### config.mk
export PLATFORM = sky130hd
export DESIGN_NAME = round_key_cache
export DESIGN_NICKNAME = d
export VERILOG_FILES = /design/src/rtl/rkc_pkg.sv /design/src/rtl/rkc_compare.sv /design/src/rtl/rkc_ctrl.sv /design/src/rtl/rkc_store.sv /design/src/rtl/round_key_cache.sv
export SDC_FILE = /design/constraint.sdc
export NUM_CORES = 2
export LEC_CHECK = 0
export BUFFER_PORTS_ARGS = -buffer_cell sky130_fd_sc_hd__buf_2
export CORE_MARGIN = 10
export CORE_UTILIZATION = 40
export CTS_BUF_LIST = sky130_fd_sc_hd__clkbuf_4 sky130_fd_sc_hd__clkbuf_8
export DETAILED_ROUTE_END_ITERATION = 12
export PLACE_DENSITY_LB_ADDON = 0.3
export SKIP_CTS_REPAIR_TIMING = 1
export SYNTH_ARGS = -nofsm -noshare
export SYNTH_HDL_FRONTEND = slang
export SYNTH_SLANG_ARGS = --single-unit
### constraint.sdc
create_clock -name clk -period 3.53 [get_ports clk]
set_input_delay 0.1765 -clock clk [delete_from_list [all_inputs] [get_ports clk]]
set_output_delay 0.1765 -clock clk [all_outputs]
set_load 0.005 [all_outputs]
### src/rtl/rkc_pkg.sv
package rkc_pkg;
  typedef enum logic {
    ORDER_FWD = 1'b0,
    ORDER_REV = 1'b1
  } rk_order_e;
endpackage

### src/rtl/rkc_compare.sv
module rkc_compare #(
  parameter int KEY_W = 128,
  parameter int SLICE_W = 32
) (
  input  logic [KEY_W-1:0] key_in,
  input  logic [KEY_W-1:0] stored_key,
  input  logic             cache_valid,
  output logic             match
);
  localparam int N_SLICE = KEY_W / SLICE_W;

  logic [N_SLICE-1:0] slice_eq;

  genvar g;
  generate
    for (g = 0; g < N_SLICE; g++) begin : g_slice
      assign slice_eq[g] = (key_in[g*SLICE_W +: SLICE_W] == stored_key[g*SLICE_W +: SLICE_W]);
    end
  endgenerate

  assign match = cache_valid && (&slice_eq);
endmodule

### src/rtl/rkc_ctrl.sv
module rkc_ctrl #(
  parameter int KEY_W = 128,
  parameter int NUM_RK = 32,
  localparam int IDX_W = $clog2(NUM_RK)
) (
  input  logic             clk,
  input  logic             rst_n,
  input  logic             key_load,
  input  logic [KEY_W-1:0] key_in,
  input  logic             match,
  input  logic             exp_rk_valid,
  input  logic             exp_abort,
  output logic [KEY_W-1:0] stored_key,
  output logic             cache_valid,
  output logic             key_hit,
  output logic             key_ready,
  output logic             exp_start,
  output logic             filling,
  output logic             wr_en,
  output logic [IDX_W-1:0] wr_idx
);
  localparam logic [IDX_W-1:0] LAST_IDX = IDX_W'(NUM_RK - 1);

  logic last_word;

  assign wr_en     = filling && exp_rk_valid && !key_load && !exp_abort;
  assign last_word = (wr_idx == LAST_IDX);

  always_ff @(posedge clk or negedge rst_n) begin
    if (!rst_n) begin
      stored_key  <= '0;
      cache_valid <= 1'b0;
      key_hit     <= 1'b0;
      key_ready   <= 1'b0;
      exp_start   <= 1'b0;
      filling     <= 1'b0;
      wr_idx      <= '0;
    end else if (key_load) begin
      key_hit   <= match;
      key_ready <= match;
      exp_start <= !match;
      if (!match) begin
        stored_key  <= key_in;
        cache_valid <= 1'b0;
        filling     <= 1'b1;
        wr_idx      <= '0;
      end
    end else begin
      exp_start <= 1'b0;
      if (filling && exp_abort) begin
        filling     <= 1'b0;
        cache_valid <= 1'b0;
        key_ready   <= 1'b0;
      end else if (wr_en) begin
        wr_idx <= wr_idx + 1'b1;
        if (last_word) begin
          filling     <= 1'b0;
          cache_valid <= 1'b1;
          key_ready   <= 1'b1;
        end
      end
    end
  end
endmodule

### src/rtl/rkc_store.sv
module rkc_store #(
  parameter int RK_W = 32,
  parameter int NUM_RK = 32,
  localparam int IDX_W = $clog2(NUM_RK)
) (
  input  logic             clk,
  input  logic             rst_n,
  input  logic             wr_en,
  input  logic [IDX_W-1:0] wr_idx,
  input  logic [RK_W-1:0]  wr_data,
  input  logic             rd_req,
  input  logic             rd_decrypt,
  input  logic [IDX_W-1:0] rd_idx,
  output logic             rd_valid,
  output logic [RK_W-1:0]  rd_key
);
  import rkc_pkg::*;

  localparam logic [IDX_W-1:0] TOP_IDX = IDX_W'(NUM_RK - 1);

  logic [RK_W-1:0]  slot [NUM_RK];
  logic [IDX_W-1:0] phys_idx;
  rk_order_e        order;

  assign order    = rk_order_e'(rd_decrypt);
  assign phys_idx = (order == ORDER_REV) ? (TOP_IDX - rd_idx) : rd_idx;

  genvar g;
  generate
    for (g = 0; g < NUM_RK; g++) begin : g_slot
      always_ff @(posedge clk or negedge rst_n) begin
        if (!rst_n)
          slot[g] <= '0;
        else if (wr_en && (wr_idx == IDX_W'(g)))
          slot[g] <= wr_data;
      end
    end
  endgenerate

  always_ff @(posedge clk or negedge rst_n) begin
    if (!rst_n) begin
      rd_valid <= 1'b0;
      rd_key   <= '0;
    end else begin
      rd_valid <= rd_req;
      if (rd_req)
        rd_key <= slot[phys_idx];
    end
  end
endmodule

### src/rtl/round_key_cache.sv
module round_key_cache #(
  parameter int KEY_W = 128,
  parameter int RK_W = 32,
  parameter int NUM_RK = 32,
  localparam int IDX_W = $clog2(NUM_RK)
) (
  input  logic             clk,
  input  logic             rst_n,
  input  logic             key_load,
  input  logic [KEY_W-1:0] key_in,
  output logic             key_hit,
  output logic             key_ready,
  output logic             exp_start,
  input  logic             exp_rk_valid,
  output logic             exp_rk_ready,
  input  logic [RK_W-1:0]  exp_rk,
  input  logic             exp_abort,
  input  logic             rd_req,
  input  logic             rd_decrypt,
  input  logic [IDX_W-1:0] rd_idx,
  output logic             rd_valid,
  output logic [RK_W-1:0]  rd_key
);
  logic [KEY_W-1:0] stored_key;
  logic             cache_valid;
  logic             match;
  logic             filling;
  logic             wr_en;
  logic [IDX_W-1:0] wr_idx;

  rkc_compare #(.KEY_W(KEY_W), .SLICE_W(RK_W)) u_cmp (
    .key_in      (key_in),
    .stored_key  (stored_key),
    .cache_valid (cache_valid),
    .match       (match)
  );

  rkc_ctrl #(.KEY_W(KEY_W), .NUM_RK(NUM_RK)) u_ctrl (
    .clk          (clk),
    .rst_n        (rst_n),
    .key_load     (key_load),
    .key_in       (key_in),
    .match        (match),
    .exp_rk_valid (exp_rk_valid),
    .exp_abort    (exp_abort),
    .stored_key   (stored_key),
    .cache_valid  (cache_valid),
    .key_hit      (key_hit),
    .key_ready    (key_ready),
    .exp_start    (exp_start),
    .filling      (filling),
    .wr_en        (wr_en),
    .wr_idx       (wr_idx)
  );

  rkc_store #(.RK_W(RK_W), .NUM_RK(NUM_RK)) u_store (
    .clk        (clk),
    .rst_n      (rst_n),
    .wr_en      (wr_en),
    .wr_idx     (wr_idx),
    .wr_data    (exp_rk),
    .rd_req     (rd_req),
    .rd_decrypt (rd_decrypt),
    .rd_idx     (rd_idx),
    .rd_valid   (rd_valid),
    .rd_key     (rd_key)
  );

  assign exp_rk_ready = filling;
endmodule

# Word level (Yosys, flattened, before mapping)
# Index checks and enable logic that the tools add are counted.
# classes
muxes	20
shifts	0
n_reduce_logical	49
n_eq_ne	37
addsub	2
multipliers	0
n_div	0
magnitude_cmp	1
bitwise	2
# op_table
cell	n
32-bit binary-select mux with 5-bit select	1
32-bit == test	4
5-bit == test (second input constant)	16
32-bit 2-to-1 mux	2
5-bit by 4-bit == test with 1-bit output (second input constant)	8
1-bit logical AND	37
5-bit 2-to-1 mux	5
5-bit by 3-bit == test with 1-bit output (second input constant)	4
1-bit 2-to-1 mux	12
5-bit by 2-bit == test with 1-bit output (second input constant)	2
6-bit >= comparator (second input constant)	1
5-bit inverter with 6-bit output	1
3-bit AND reduction	2
3-bit nonzero test	2
5-bit by 1-bit adder with 5-bit output (second input constant)	1
5-bit by 1-bit == test with 1-bit output (second input constant)	1
5-bit zero test	1
5-bit subtractor (first input constant)	1
2-bit inequality test (second input constant)	2
2-bit AND reduction	2
4-bit AND reduction	1
1-bit zero test	3
2-bit nonzero test	1
1-bit inverter	1
# word_totals
mem_count	0
ramBits	0
reg_bits	1195
word_cells	152
latchBits	0
romBits	0
output_inout_bits	37
in_bits	172

# Depth between registers and ports, before layout
# logic_depth
word_depth	6
mapped_depth	11
ltp_nobuf	7

# Modules after synthesis
# From an unflattened synthesis, not the netlist that was laid out.
# hier_totals
hier_cells	4880
area_unflattened_um2	64010.1
# modules_own_cells
module	n_inst	cells_each	seq_area_each_um2	area_per_inst_um2
rkc_store	1	4071	26450.4	57044.7
rkc_ctrl	1	587	3453.3	5371.4
rkc_compare	1	222	0.0	1594.0

# Worst setup path before layout
# OpenSTA, ideal clock, no wires.
# synth_timing
kind	register -> register
start	reg u_ctrl.stored_key[57]
end	reg u_ctrl.stored_key[100]
setup_ps	128
arrival_time_ps	2647
path_stages_with_launch	10
path_slack_ps	756
required_ps	3402
synth_period_minus_slack_ps	2774
n_path_buf	2
cell_sequence	dfrtp_1 -> nor2b_1 -> a2111o_1 -> nor4_1 -> nand4_1 -> or4_1 -> o21ai_2 -> buf_4 -> buf_4 -> mux2_1
# synth_between
elab_chain_cells	5
# synth_lines
item	line	text
start: declaration	rkc_ctrl.sv:13	output logic [KEY_W-1:0] stored_key,
start signal: assignment	rkc_ctrl.sv:43	stored_key <= key_in;
32-bit == test	rkc_compare.sv:17	assign slice_eq[g] = (key_in[g*SLICE_W +: SLICE_W] == stored_key[g*SLICE_W +: SLICE_W]);
4-bit AND reduction	rkc_compare.sv:21	assign match = cache_valid && (&slice_eq);
1-bit logical AND	rkc_compare.sv:21	
1-bit inverter (no line)	-	
2-bit AND reduction (no line)	-	
# No other way between the ends.
# A chain may end at the register's enable or synchronous reset.

# Final worst setup path
# layout_timing
start	reg u_ctrl.stored_key[117]
end	reg u_ctrl.stored_key[3]
# The elaborated chain is that of the path after synthesis.

==> out/results.tsv <==
metric	value	unit
status	completed	
core	0.136	mm2
drt_iter0_markers	2399	
synth-main-ff-cell	dfrtp_1	
cts_root_buf	clkbuf_8	
crit_arrival	3910	ps
setup-violations-final	0	
drt-total-wl	150000	um
antenna_found_initial	16	
syn-cell-area	0.0547	mm2
chipHeight	390	um
pwr-share-comb	0.103	
switching_share	0.255	
synth_area_per_cell	13.0	um2
port_buffers	208	
numPlacedInstances	5972	
yosys.cell_types.count	46	
crit_path_end_kind	flip-flop	
whs	12.4	ps
drv_slew	0	
worstPathMaxFanout	69	
power.share.sequential	0.473	
synth_cells	4203	
drcViolationCount	0	
rows	135	
maxCapViolations	0	
p_switching	7.82	mW
start_kind	flip-flop	
synthArstFlopShare	1.00	
finalSetupTns	0	ps
final_common_cell	dfrtp_1	
grt_pass1_wl	226000	um
cts.clk_slew.worst_paths	60	ps
cts_tree	done	
gp_congestion	0.774	
grt_pass1_vias	35910	
clock_power_share	0.424	
postRouteAntennaNets	0	
synth_edf_count	0	
syn_nets	4381	
syn2layout_area_growth	17.8	%
via_count	35601	
clk_path_buf_depth	3	
overflow	0	
fill_cells	12029	
ys_ff_latch	1195	
clock_latency	890	ps
cpPeakStageDelay	620	ps
finalCritPeriodShare	0.899	
period_needed	3170	ps
finalHoldViolCount	0	
stdcell_area	0.0645	mm2
worstSetupPathType	flip-flop to flip-flop	
grt_max_degree	125	
clock_sinks	1195	
die_area	0.152	mm2
grtUsageMet1	0.263	
fin_skew	36.0	ps
numCtsBuffers	200	
power.density	477	mW/mm2
dp_hpwl	86900	um
use_met2	0.303	
placed_area	0.0584	mm2
hold_class	primary input to asynchronous set/reset pin	
die_w	390	um
tightest_slew	1200	ps
path_cells	nor2b_1 > a2111o_1 > nor4_1 > nand4_1 > or4_1 > o21ai_4 > buf_12 > mux2_2	
wl_per_cell	23.0	um
first_pass_iters	5	
ir_drop	0.366	mV
top_usage_layer	met2	
relSlewSlack	0.198	
cts.htree.levels	4	
layout-drive-gt1-share	0.421	
ios	209	
initial_core_util	0.403	
synth-seq-area-share	0.547	
grt.met3_usage	0.0425	
fmax	315	MHz
p_int	22.9	mW
grtUsageTotal	0.192	
via_per_inst	5.46	
finalPower	30.7	mW
final_nets	4739	
crit_slowest_cell	or4_1	
p_leak	30.6	nW
layout_common_cells	1,195 x dfrtp_1, 1,099 x mux2_2, 464 x nand2_1	
synth_warnings	0	
rsz0062_at_grt	false	
finalNonFillerCells	6521	
worstPathRequired	4270	ps
[registers in the layout, indices dropped and copies added (netlist names)]
signal and flops:
u_store.slot 1024, u_store.rd_key 32, u_store.rd_valid 1, u_ctrl.key_ready 1
u_ctrl.key_hit 1, u_ctrl.filling 1, u_ctrl.exp_start 1, u_ctrl.stored_key 128
u_ctrl.wr_idx 5, u_ctrl.cache_valid 1
[Yosys cell counts, types with 4 or more instances]
library cell | number | share of area
dfrtp_1 | 1195 | 0.55
mux2_2 | 1099 | 0.23
nand2_1 | 475 | 0.033
clkbuf_1 | 249 | 0.017
nand3_1 | 209 | 0.019
mux4_2 | 129 | 0.053
nor2b_1 | 81 | 0.0093
buf_1 | 80 | 0.0055
nand4_1 | 79 | 0.0090
mux2i_1 | 69 | 0.013
a21oi_1 | 64 | 0.0059
a211oi_1 | 63 | 0.0086
inv_1 | 49 | 0.0034
mux2_1 | 49 | 0.010
xnor2_1 | 44 | 0.0070
nor2_1 | 39 | 0.0027
o21ai_0 | 33 | 0.0030
a32oi_1 | 32 | 0.0051
xor2_1 | 30 | 0.0048
buf_2 | 21 | 0.0019
nor4_1 | 18 | 0.0021
o22ai_1 | 17 | 0.0019
a2111o_1 | 15 | 0.0031
nand2b_1 | 14 | 0.0016
buf_4 | 7 | 0.00096
ha_1 | 6 | 0.0014
and3_1 | 5 | 0.00057
o2111ai_1 | 4 | 0.00064
[critical path, delay by kind of cell, from the launching register on]
kind,cells,cell delay (ps)
and+or+nand+nor,4,1210
AOI/OAI and AO/OA,2,620
muxes,1,380
DFF,1,390
buffers and inverters,1,370
[worst paths after layout]
| check | cells after the start | slack (ps) | start | to |
|---|---|---|---|---|
| worst max register to register | 8 | 360 | u_ctrl.stored_key[117] | u_ctrl.stored_key[3] |
| min in group clk | 3 | 70 | key_in[93] | u_ctrl.stored_key[93] |
| worst min register to register | 1 | 490 | u_ctrl.stored_key[86] | u_ctrl.stored_key[86] |
| worst min-delay path | 3 | 10 | rst_n | u_store.slot[705] |
| max in group asynchronous | 4 | 2600 | rst_n | u_store.slot[157] |
| worst max-delay path | 8 | 360 | u_ctrl.stored_key[117] | u_ctrl.stored_key[3] |
[layout make-up]
class | instances | area (um2) | share of cell area
Antenna cell | 16 | 40.0 | 0.000621
Clock buffer | 332 | 4080 | 0.0632
Clock inverter | 33 | 245 | 0.00380
Inverter | 49 | 184 | 0.00285
Multi-Input combinational cell | 2602 | 23500 | 0.364
Sequential cell | 1195 | 29900 | 0.464
Tap cell | 1781 | 2230 | 0.0346
Timing Repair Buffer | 513 | 4290 | 0.0665
[per-layer routing]
layer / part of all wire / wire [um] / vias to the layer above
met3: 0.053 / 8010 / 270
met4: 0.026 / 3900 / 0
met2: 0.47 / 70300 / 891
li1: - / - / 15819
met5: 0 / 0 / -
met1: 0.45 / 67700 / 18621
[logic make-up (layout without fill, tap and decap cells)]
family                   after synthesis  after routing  share of synthesized area
XOR/XNOR                              74             74                     0.0118
AO/OA/AOI/OAI                        244            244                     0.0307
other                                  0             16                          0
adder cells (fa/ha/maj)                6              6                    0.00137
multiplexers                        1346           1346                      0.302
buffers and inverters                406            927                     0.0288
flip-flops                          1195           1195                      0.547
AND/OR/NAND/NOR                      932            932                     0.0784
[through the flow]
stage,setup slack [ps],util
after floorplan,756,-
after global placement,407,0.431
after detailed placement,405,0.431
after CTS,381,0.462
after global routing,258,0.475
final,356,0.475
[power by group through the flow]
stage	registers, mW	logic (mW)	clock network [mW]
2_1_floorplan	14.7	1.73	0
3_3_place_gp	14.7	3.02	0
3_5_place_dp	14.8	3.05	0
4_1_cts	14.5	3.06	13.4
5_1_grt	14.6	3.48	14.0
6_report	14.5	3.18	13.0
(Power assumes the default switching activity.)
